===== config.mk =====
export PLATFORM = sky130hd
export DESIGN_NAME = pp_fifo_sel
export DESIGN_NICKNAME = d
export VERILOG_FILES = /design/src/rtl/pp_sel_pkg.sv /design/src/rtl/pp_arm_latch.sv /design/src/rtl/pp_half_ctrl.sv /design/src/rtl/pp_start_delay.sv /design/src/rtl/pp_fifo_sel.sv
export SDC_FILE = /design/constraint.sdc
export NUM_CORES = 1
export LEC_CHECK = 0
export ABC_AREA = 1
export CELL_PAD_IN_SITES_DETAIL_PLACEMENT = 2
export CELL_PAD_IN_SITES_GLOBAL_PLACEMENT = 2
export CORE_MARGIN = 1
export CORE_UTILIZATION = 35
export DETAILED_ROUTE_END_ITERATION = 8
export DONT_BUFFER_PORTS = 1
export GPL_ROUTABILITY_DRIVEN = 0
export PLACE_DENSITY = 0.73
export SLEW_MARGIN = 20
export SYNTH_ARGS = -nofsm -noshare
export SYNTH_HDL_FRONTEND = slang
export SYNTH_SLANG_ARGS = --single-unit
export TNS_END_PERCENT = 50

===== constraint.sdc =====
create_clock -name clk_i -period 1.4 [get_ports clk_i]
set_input_delay 0.14 -clock clk_i [delete_from_list [all_inputs] [get_ports clk_i]]
set_output_delay 0.14 -clock clk_i [all_outputs]
set_load 0.02 [all_outputs]

===== src/rtl/pp_sel_pkg.sv =====
package pp_sel_pkg;

  typedef enum logic {
    HALF_EVEN = 1'b0,
    HALF_ODD  = 1'b1
  } half_e;

  typedef struct packed {
    logic seen;  // CRC check finished
    logic good;  // finished and matched
    logic fail;  // finished and mismatched
  } crc_ev_t;

  function automatic crc_ev_t decode_crc(input logic valid, input logic bad);
    crc_ev_t ev;
    ev.seen = valid;
    ev.good = valid & ~bad;
    ev.fail = valid & bad;
    return ev;
  endfunction

endpackage


===== src/rtl/pp_arm_latch.sv =====
module pp_arm_latch (
  input  logic clk_i,
  input  logic rst_ni,
  input  logic good_i,
  output logic armed_o
);

  always_ff @(posedge clk_i or negedge rst_ni) begin
    if (!rst_ni)     armed_o <= 1'b0;
    else if (good_i) armed_o <= 1'b1;
  end

endmodule


===== src/rtl/pp_half_ctrl.sv =====
module pp_half_ctrl
  import pp_sel_pkg::*;
(
  input  logic    clk_i,
  input  logic    rst_ni,
  input  logic    armed_all_i,
  input  crc_ev_t ev_i,
  input  logic    clear_all_i,
  output logic    sel_odd_o,
  output logic    clr_even_o,
  output logic    clr_odd_o
);

  half_e sel_q;

  always_ff @(posedge clk_i or negedge rst_ni) begin
    if (!rst_ni) begin
      sel_q      <= HALF_EVEN;
      clr_even_o <= 1'b0;
      clr_odd_o  <= 1'b0;
    end else begin
      // flush the half that held the failed frame
      clr_even_o <= clear_all_i | (ev_i.fail & (sel_q == HALF_EVEN));
      clr_odd_o  <= clear_all_i | (ev_i.fail & (sel_q == HALF_ODD));
      if (armed_all_i && ev_i.seen)
        sel_q <= (sel_q == HALF_EVEN) ? HALF_ODD : HALF_EVEN;
    end
  end

  assign sel_odd_o = (sel_q == HALF_ODD);

endmodule


===== src/rtl/pp_start_delay.sv =====
module pp_start_delay #(
  parameter int unsigned DEPTH = 2
) (
  input  logic clk_i,
  input  logic rst_ni,
  input  logic good_i,
  input  logic rd_empty_i,
  output logic start_o
);

  logic [DEPTH-1:0] pipe_q;

  generate
    if (DEPTH == 1) begin : g_single
      always_ff @(posedge clk_i or negedge rst_ni) begin
        if (!rst_ni) pipe_q <= '0;
        else         pipe_q <= good_i;
      end
    end else begin : g_chain
      always_ff @(posedge clk_i or negedge rst_ni) begin
        if (!rst_ni) pipe_q <= '0;
        else         pipe_q <= {pipe_q[DEPTH-2:0], good_i};
      end
    end
  endgenerate

  assign start_o = pipe_q[DEPTH-1] & ~rd_empty_i;

endmodule


===== src/rtl/pp_fifo_sel.sv =====
module pp_fifo_sel
  import pp_sel_pkg::*;
#(
  parameter int unsigned N_LINKS   = 2,
  parameter int unsigned START_LAT = 2
) (
  input  logic               clk_i,
  input  logic               rst_ni,
  input  logic [N_LINKS-1:0] crc_valid_i,
  input  logic [N_LINKS-1:0] crc_bad_i,
  input  logic               clear_all_i,
  input  logic [N_LINKS-1:0] rd_empty_i,
  output logic [N_LINKS-1:0] arm_o,
  output logic               wr_enable_o,
  output logic [N_LINKS-1:0] sel_odd_o,
  output logic [N_LINKS-1:0] clr_even_o,
  output logic [N_LINKS-1:0] clr_odd_o,
  output logic [N_LINKS-1:0] rd_start_o
);

  localparam int unsigned LAT_W = (START_LAT < 1) ? 1 : START_LAT;

  crc_ev_t ev [N_LINKS];

  assign wr_enable_o = &arm_o;

  for (genvar l = 0; l < N_LINKS; l++) begin : g_link
    assign ev[l] = decode_crc(crc_valid_i[l], crc_bad_i[l]);

    pp_arm_latch u_arm (
      .clk_i   (clk_i),
      .rst_ni  (rst_ni),
      .good_i  (ev[l].good),
      .armed_o (arm_o[l])
    );

    pp_half_ctrl u_half (
      .clk_i       (clk_i),
      .rst_ni      (rst_ni),
      .armed_all_i (wr_enable_o),
      .ev_i        (ev[l]),
      .clear_all_i (clear_all_i),
      .sel_odd_o   (sel_odd_o[l]),
      .clr_even_o  (clr_even_o[l]),
      .clr_odd_o   (clr_odd_o[l])
    );

    pp_start_delay #(.DEPTH(LAT_W)) u_start (
      .clk_i      (clk_i),
      .rst_ni     (rst_ni),
      .good_i     (ev[l].good),
      .rd_empty_i (rd_empty_i[l]),
      .start_o    (rd_start_o[l])
    );
  end

endmodule


==> impl_metrics.tcl, run 1 <==
set metrics [dict create \
    outcome "completed" \
    synth_seq_cells 12 \
    clock_latency_ns 0.26 \
    pwr-share-seq_pct 62.0 \
    grt_max_degree 13 \
    max_cap_viol_count 0 \
    wl_met3_um 65 \
    slew_viol_final 0 \
    die-height_um 40.05 \
    ys_seq_area_share_pct 59.26 \
    rows 13 \
    antenna_found_initial 0 \
    cts_tree "built" \
    ir_worst_vdd_mv 0.3760 \
    dp.final_hpwl_um 692.4 \
    routed.top_layer "met4" \
    clock_tree.root_cell "clkbuf_4" \
    drt_first_pass_iters 1 \
    cts_num_sinks 12 \
    cts_max_level 1 \
    syn_nets 60 \
    avgViaCountPerCell 4.641 \
    drt-total-wl_um 919 \
    combPwrFrac_pct 8.3 \
    synth_mux_area_share_pct 0 \
    fp.dieW_um 40.05 \
    routedWlPerCell_um 14.36 \
    crit_type "reg -> out" \
    finalWorstSetupSlack_ns 0.1851 \
    grt_pass1_vias 308 \
    pin_count 20 \
    critPathMaxFanout 7 \
    power_switching_mw 0.1722 \
    synth-compound-area-share_pct 3.951 \
    grt_setup_unrepaired "false" \
    cts_resized 0 \
    placed_area_um2 450.4 \
    ant_nets 0 \
    ff_latch_area_um2 300.3 \
    synth_top_family_by_area "buffers and inverters" \
    cp.arrival_ns 1.07 \
    finalSetupViolations 0 \
    vias 297 \
    avgSynthCellArea_um2 9.936 \
    grt_pass1_wl_mm 1.421 \
    final_area_um2 523.0 \
    layout_min_cycle_time_ns 1.215 \
    place_inst 56 \
    n_antenna_cell 0 \
    wl_met2_um 483 \
    p_sw_share_pct 25.90 \
    startpoint_type "flip-flop" \
    maxClockFrequency_mhz 823.1 \
    yosys.area_share.adder_pct 0 \
    hold_violations 0 \
    end_kind "primary output" \
    syn_area_um2 506.7 \
    synth-warning-count 0 \
    nFillCells 151 \
    maxSlewHeadroom_pct 64.81 \
    dieArea_um2 1604 \
    wl_met1_um 361 \
    cp.required_ns 1.26 \
    final.setup_skew_ns 0.007032 \
    port_buffers 0 \
    final_core_util_pct 39.70 \
    power.leakage_nw 0.2550 \
    tns_ns 0 \
    clkTransAtPathRegs_ns 0.07 \
    final_cells 64 \
    worstMarginPinSlew_ns 0.5261 \
    yosysUniqueCellTypes 11 \
    p_int_mw 0.4925 \
    clkPwrFrac_pct 29.8 \
    numCtsBuffers 3 \
    groute.usage.overall_pct 14.42 \
    synth-xor-area-share_pct 0 \
    fin_hold_ws_ns 0.03080 \
    syn_inst 51 \
    drive_gt1_share_pct 14.29 \
    grt-ovfl-total 0 \
    drc_errors 0 \
    p_total_mw 0.6646 \
    layout_common_cells "dfrtp_1 (12), nand2_1 (7), inv_1 (6)" \
    multi_input_area_um2 101.3 \
    drtIter0Drc 0 \
    area_growth_pct 3.210 \
    pwr_density_cell_nw_per_um2 1271 \
    cts_max_path_buffers 2 \
    finalCritPeriodShare_pct 86.78 \
    mostFrequentLayoutCell "dfrtp_1" \
    nNetsFinal 60 \
    r2r_setup_slack_ns 0.48 \
    core_area_um2 1318 \
    start_util_pct 38.46 \
    synthSimpleGateAreaFrac_pct 16.05 \
    min_path_type "in -> reg" \
    dp_slack_ns 0.4729 \
]
## cell usage after synthesis
library cell | count | area, um2
inv_1 | 6 | 22.52
nand4_1 | 2 | 12.51
dfrtp_1 | 12 | 300.3
buf_4 | 10 | 75.07
inv_2 | 2 | 7.510
o21ai_1 | 4 | 20.02
or2_1 | 2 | 12.51
nand2_1 | 7 | 26.28
nor2_2 | 2 | 12.51
nand3_1 | 2 | 10.01
nor2_1 | 2 | 7.510
## critical path, cell delays in order (launching register included)
cell     delay [ns]
dfrtp_1        0.56
nand2_1        0.09
inv_1          0.17
## logic make-up after synthesis
group,count (synthesis)
simple gates,17
flops,12
buf+inv,18
compound gates,4
## state kept, by name (all words and copies together) (netlist names)
name,count
g_link.u_half.sel_odd_o,2
g_link.u_start.pipe_q,4
g_link.u_half.clr_odd_o,2
g_link.u_half.clr_even_o,2
g_link.u_arm.armed_o,2
## repair_timing
action / 4_1_cts / 5_1_grt
hold buffers: 5 / 0
setup buffers: 0 / 0
hold endpoints to repair: 14 / 0
## power groups by stage
stage	Sequential [mW]	Combinational, mW	Clock, mW
after floorplan	0.388	0.0872	0
after global placement	0.418	0.0365	0
after detailed placement	0.421	0.0385	0
after CTS	0.414	0.0564	0.208
after global routing	0.417	0.0645	0.230
final	0.412	0.0548	0.198
## path summary, 6_finish.rpt
kind,from,endpoint,cells after the start
max in group asynchronous,rst_ni,g_link[0].u_start.pipe_q[0]$_DFF_PN0_,1
worst max-delay path,g_link[1].u_arm.armed_o$_DFFE_PN0P_,wr_enable_o,2
worst max register to register,g_link[1].u_arm.armed_o$_DFFE_PN0P_,g_link[0].u_half.sel_odd_o$_DFFE_PN0P_,3
worst min-delay path,crc_valid_i[1],g_link[1].u_half.clr_odd_o$_DFF_PN0_,2
min in group asynchronous,rst_ni,g_link[1].u_half.clr_odd_o$_DFF_PN0_,1
worst min register to register,g_link[0].u_start.pipe_q[0]$_DFF_PN0_,g_link[0].u_start.pipe_q[1]$_DFF_PN0_,0
## routing by layer
layer	vias up	track usage (%)
met5	-	0
met4	0	7.759
met3	2	5.000
met2	15	25.81
met1	137	14.38
li1	143	-
## final cells by class
type                    count  share of cell area [%]
inverters                   8                   5.742
well taps                  15                   3.589
multi-input cells          21                   19.38
flip-flops and latches     12                   57.42
clock buffers               3                   4.306
repair buffers              5                   9.569
(Power assumes the default switching activity.)
==> run 2, diff against run 1 <==
--- a/config.mk
+++ b/config.mk
@@ -9,13 +9,14 @@
 export CELL_PAD_IN_SITES_DETAIL_PLACEMENT = 2
 export CELL_PAD_IN_SITES_GLOBAL_PLACEMENT = 2
 export CORE_MARGIN = 1
-export CORE_UTILIZATION = 35
+export CORE_UTILIZATION = 33
 export DETAILED_ROUTE_END_ITERATION = 8
 export DONT_BUFFER_PORTS = 1
 export GPL_ROUTABILITY_DRIVEN = 0
-export PLACE_DENSITY = 0.73
+export PLACE_DENSITY = 0.72
 export SLEW_MARGIN = 20
 export SYNTH_ARGS = -nofsm -noshare
 export SYNTH_HDL_FRONTEND = slang
+export SYNTH_HIERARCHICAL = 1
 export SYNTH_SLANG_ARGS = --single-unit
 export TNS_END_PERCENT = 50
==> run 2 against run 1 <==
- setup slack got worse by 0.057 ns
- via count rose by 21%
- area after synthesis fell by 6.7%
- cell area rose by 16%
- die area fell by 0.97%
- first-iteration DRC count rose by 5
- critical endpoint unchanged
==> impl_metrics.tcl, run 2 <==
set metrics [dict create \
    place_inst 68 \
    maxClockFrequency_mhz 786.2 \
    grt_setup_unrepaired "false" \
    pin_count 20 \
    ir_worst_vdd_mv 0.4096 \
    ant_nets 0 \
    syn_area_um2 473.0 \
    startpoint_type "flip-flop" \
    crit_type "reg -> out" \
    numCtsBuffers 3 \
    slew_viol_final 0 \
    final.setup_skew_ns 0.002873 \
    power.leakage_nw 0.3377 \
    port_buffers 0 \
    pwr-share-seq_pct 59.1 \
    layout_common_cells "nand2_1 (19), inv_1 (13), dfrtp_1 (10)" \
    dieArea_um2 1588 \
    drt_first_pass_iters 3 \
    r2r_setup_slack_ns 0.40 \
    max_cap_viol_count 0 \
    synthArstFlopShare_pct 100.0 \
    grt_max_degree 13 \
    worstMarginPinSlew_ns 0.5295 \
    die-height_um 39.86 \
    final_cells 79 \
    final_area_um2 604.3 \
    cts_max_path_buffers 2 \
    syn_inst 52 \
    avgViaCountPerCell 4.557 \
    hold_violations 0 \
    clock_latency_ns 0.27 \
    p_total_mw 0.6912 \
    syn_nets 61 \
    placed_area_um2 499.2 \
    end_kind "primary output" \
    avgSynthCellArea_um2 9.095 \
    yosysTopAreaCellShare_pct 63.49 \
    synth_flop_cell "dfrtp_1" \
    critPathMaxFanout 5 \
    largest_reg_flops 4 \
    dp.final_hpwl_um 719.4 \
    cp.required_ns 1.26 \
    pwr_density_cell_nw_per_um2 1144 \
    yosys.cell_count.top_type "nand2_1" \
    drt-total-wl_mm 1.068 \
    cts_setup_buffers 0 \
    clkPwrFrac_pct 30.6 \
    synth_edf_count 0 \
    antenna_found_initial 0 \
    rows 13 \
    grt_pass1_vias 377 \
    p_int_mw 0.4996 \
    drtIter0Drc 5 \
    fin_hold_ws_ns 0.03740 \
    vias 360 \
    ys_seq_area_share_pct 63.49 \
    start_util_pct 35.90 \
    nNetsFinal 75 \
    cts_num_sinks 12 \
    grt-ovfl-total 0 \
    synth-warning-count 6 \
    min_path_type "in -> reg" \
    clock_tree.root_cell "clkbuf_4" \
    p_sw_share_pct 27.72 \
    synth_top_area_cell "dfrtp_1" \
    synth_seq_cells 12 \
    finalSetupViolations 0 \
    core_area_um2 1318 \
    combPwrFrac_pct 10.3 \
    layout_min_cycle_time_ns 1.272 \
    clkTransAtPathRegs_ns 0.07 \
    yosysUniqueCellTypes 6 \
    yosys-top-cells-count "nand2_1 (19), inv_1 (13), dfrtp_1 (12), nor2_2 (4)" \
    routedWlPerCell_um 13.52 \
    mostFrequentLayoutCell "nand2_1" \
    tns_ns 0 \
    drc_errors 0 \
    yosys-top-cells-area "dfrtp_1 (63%), nand2_1 (15%), inv_1 (10%)" \
    cts_max_level 1 \
    cts_tree "built" \
    area_growth_pct 27.78 \
    power_switching_mw 0.1916 \
    fp.dieW_um 39.86 \
    grt_pass1_wl_mm 1.759 \
    cp.arrival_ns 1.13 \
    groute.usage.overall_pct 18.71 \
    registers.top_by_ff_count "g_link.u_start/pipe_q" \
    outcome "completed" \
    finalCritPeriodShare_pct 90.85 \
    n_antenna_cell 0 \
    drive_gt1_share_pct 21.88 \
    maxSlewHeadroom_pct 64.58 \
]
==> run 2: worst paths after layout <==
| check | startpoint | end | depth (start not counted) |
|---|---|---|---|
| max | g_link[0].u_arm/armed_o$_DFFE_PN0P_ | wr_enable_o | 3 |
| min reg2reg | g_link[1].u_start/pipe_q[0]$_DFF_PN0_ | g_link[1].u_start/pipe_q[1]$_DFF_PN0_ | 0 |
| max reg2reg | g_link[0].u_arm/armed_o$_DFFE_PN0P_ | g_link[0].u_half/sel_odd_o$_DFFE_PN0P_ | 5 |
| min in group asynchronous | rst_ni | g_link[0].u_start/pipe_q[0]$_DFF_PN0_ | 1 |
| min | crc_valid_i[1] | g_link[1].u_half/sel_odd_o$_DFFE_PN0P_ | 3 |
| max in group asynchronous | rst_ni | g_link[0].u_arm/armed_o$_DFFE_PN0P_ | 1 |
==> run 2: what timing repair did <==
| action | CTS | global route |
|---|---|---|
| setup endpoints to repair | 0 | 1 |
| endpoints found under the hold margin | 20 | 0 |
| resized for setup | 0 | 2 |
| hold buffers | 8 | 0 |
==> run 2: cell type report <==
| class | instances | area, um2 |
|---|---|---|
| fill | 151 | 713.2 |
| tap | 15 | 18.77 |
| sequential | 12 | 302.8 |
| multi-input combinational | 25 | 116.4 |
| timing repair buffer | 9 | 87.58 |
| inverter | 15 | 56.30 |
| clock buffer | 3 | 22.52 |
==> run 2: per-layer routing <==
metal	global-route usage, %	vias to the layer above	part of all wire [%]	wire length [um]
met4	12.93	0	2.2	24
met5	0	-	0	0
met3	5.682	2	4.1	44
met2	28.28	11	55	583
li1	-	168	-	-
met1	22.26	179	39	416
==> run 2: kinds of logic after synthesis <==
logic type / after synthesis / share of synthesized area [%]
simple gates: 25 / 24.60
buf+inv: 15 / 11.91
flops: 12 / 63.49
==> run 2: critical path, cell delays in order (launching register included) <==
cell	delay, ns
dfrtp_2	0.44
nand2_1	0.08
inv_1	0.16
buf_4	0.18
==> run 2: power by group through the flow <==
stage	registers, mW	clock network [mW]	logic [mW]
CTS	0.409	0.224	0.0705
global placement	0.414	0	0.0420
floorplan	0.410	0	0.0374
detailed placement	0.416	0	0.0439
global route	0.411	0.243	0.0811
finish	0.408	0.212	0.0711
==> run 2: per-stage QoR <==
stage	utilization (%)	setup WS [ns]
final	45.87	0.1281
after global routing	45.87	0.05341
after CTS	45.68	0.03050
after detailed placement	37.89	0.3431
after global placement	37.89	0.3974
after floorplan	-	0.3483
==> run 3, diff against run 2 <==
==> constraint.sdc (replaced) <==
create_clock -name clk_i -period 1.6 [get_ports clk_i]
set_input_delay 0.16 -clock clk_i [delete_from_list [all_inputs] [get_ports clk_i]]
set_output_delay 0.16 -clock clk_i [all_outputs]
set_load 0.02 [all_outputs]
==> run 3 against run 2 <==
- wire length down 17%
- die area did not move
- global-route usage down 4.3 points
- sequential power down 12%
- clock skew is 0.0024 ns lower
- critical path type unchanged
- critical endpoint unchanged
- highest routed layer is now met3
==> impl_metrics.tcl, run 3 (synthesis results as in run 2) <==
set metrics [dict create \
    maxClockFrequency_mhz 786.5 \
    layout_min_cycle_time_ns 1.271 \
    registers.top_by_ff_count "g_link.u_start/pipe_q" \
    nNetsFinal 69 \
    crit_chain "nand2_1 > inv_1" \
    cp.required_ns 1.44 \
    final_cells 74 \
    drt-total-wl_um 891 \
    outcome "completed" \
    dieArea_um2 1588 \
    grt_max_degree 13 \
    final.setup_skew_ns 0.0005000 \
    fin_hold_ws_ns 0.003441 \
    place_inst 67 \
    grt_pass1_wl_mm 1.476 \
    grt_pass1_vias 343 \
    antenna_found_initial 0 \
    grt-ovfl-total 0 \
    maxSlewHeadroom_pct 63.63 \
    min_path_type "in -> reg" \
    drt_first_pass_iters 1 \
    cp.arrival_ns 1.11 \
    clkTransAtPathRegs_ns 0.07 \
    max_cap_viol_count 0 \
    area_growth_pct 17.99 \
    cts_tree "built" \
    drtIter0Drc 0 \
    rows 13 \
    critical_path_buf_inv_count 1 \
    fp.dieW_um 39.86 \
    tns_ns 0 \
    core_area_um2 1318 \
    dp.final_hpwl_um 706.2 \
    worstMarginPinSlew_ns 0.5437 \
    grt_setup_unrepaired "false" \
    clock_tree.root_cell "clkbuf_4" \
    cts_num_sinks 12 \
    cts_max_path_buffers 2 \
    groute.usage.overall_pct 14.39 \
    drive_gt1_share_pct 20.34 \
    cts_resized 0 \
    finalSetupViolations 0 \
    critPathMaxFanout 5 \
    slew_viol_final 0 \
    n_antenna_cell 0 \
    mostFrequentLayoutCell "nand2_1" \
    numCtsBuffers 3 \
    path_delay_family "flip-flops" \
    start_util_pct 35.90 \
    crit_slowest_cell "dfrtp_1" \
    drc_errors 0 \
    end_kind "primary output" \
    port_buffers 0 \
    power.leakage_nw 0.3176 \
    startpoint_type "flip-flop" \
    ir_worst_vdd_mv 0.3998 \
    cts_max_level 1 \
    hold_violations 0 \
    max_stage_delay_ns 0.48 \
    finalCritPeriodShare_pct 79.46 \
    clock_latency_ns 0.27 \
    avgViaCountPerCell 4.419 \
    vias 327 \
    die-height_um 39.86 \
    final_core_util_pct 42.36 \
    ant_nets 0 \
    crit_type "reg -> out" \
    pwr_density_cell_nw_per_um2 1155 \
    pin_count 20 \
    layout_common_cells "nand2_1 (19), inv_1 (13), dfrtp_1 (12)" \
    largest_reg_flops 4 \
    routedWlPerCell_um 12.04 \
]
## run 3: cell types whose count changed in the layout (fill, tap and decap cells not counted), sizes merged
cell	previous run	this run
dlygate4sd3	8	3
buf	1	0
clkbuf	3	4
## run 3: per-layer routing
metal	vias up	track usage, %	part of all wire [%]
li1	158	-	-
met1	160	18.25	43
met2	9	22.13	52
met3	0	5.114	4.3
met4	0	5.172	0
met5	-	0	0
## run 3: worst register-to-register path: cells and delay by family, from the launching register on
| family | cells | cell delay [ns] |
|---|---|---|
| buf+inv | 1 | 0.27 |
| flops | 1 | 0.48 |
| simple gates | 4 | 0.34 |
## run 3: cell type report
cell class	instances	area, um2
Clock buffer	4	36.28
Fill cell	149	759.5
Inverter	15	56.30
Multi-Input combinational cell	25	116.4
Sequential cell	12	300.3
Tap cell	15	18.77
Timing Repair Buffer	3	30.03
## run 3: report_power, final
group | switching, mW | internal [mW] | leakage (nW) | total (mW)
Clock | 0.0986 | 0.138 | 0.0210 | 0.237
Sequential | 0.0343 | 0.323 | 0.138 | 0.357
Combinational | 0.0317 | 0.0190 | 0.158 | 0.0507
Total | 0.165 | 0.480 | 0.318 | 0.645
## run 3: timing repair
item	in CTS	in global routing
hold endpoints to repair	14	0
buffers inserted	0	0
hold buffers	3	0
## run 3: per-stage QoR
step | total power [mW] | cell area [um2] | worst slack (ns)
finish | 0.6445 | 558.0 | 0.3286
global route | 0.6780 | 558.0 | 0.2464
CTS | 0.6529 | 558.0 | 0.2992
detailed placement | 0.4036 | 491.7 | 0.4130
global placement | 0.3978 | 491.7 | 0.4574
floorplan | 0.3919 | 473.0 | 0.5483
## run 3: worst paths after layout
path / from / to / slack, ns / cells past startpoint
worst max-delay path: g_link[1].u_arm/armed_o$_DFFE_PN0P_ / wr_enable_o / 0.33 / 2
worst min-delay path: clear_all_i / g_link[1].u_half/clr_even_o$_DFF_PN0_ / 0.003 / 2
worst max register to register: g_link[1].u_arm/armed_o$_DFFE_PN0P_ / g_link[0].u_half/sel_odd_o$_DFFE_PN0P_ / 0.39 / 5
worst min register to register: g_link[1].u_start/pipe_q[0]$_DFF_PN0_ / g_link[1].u_start/pipe_q[1]$_DFF_PN0_ / 0.35 / 0
max in group asynchronous: rst_ni / g_link[0].u_start/pipe_q[0]$_DFF_PN0_ / 0.93 / 1
min in group asynchronous: rst_ni / g_link[0].u_arm/armed_o$_DFFE_PN0P_ / 0.31 / 1
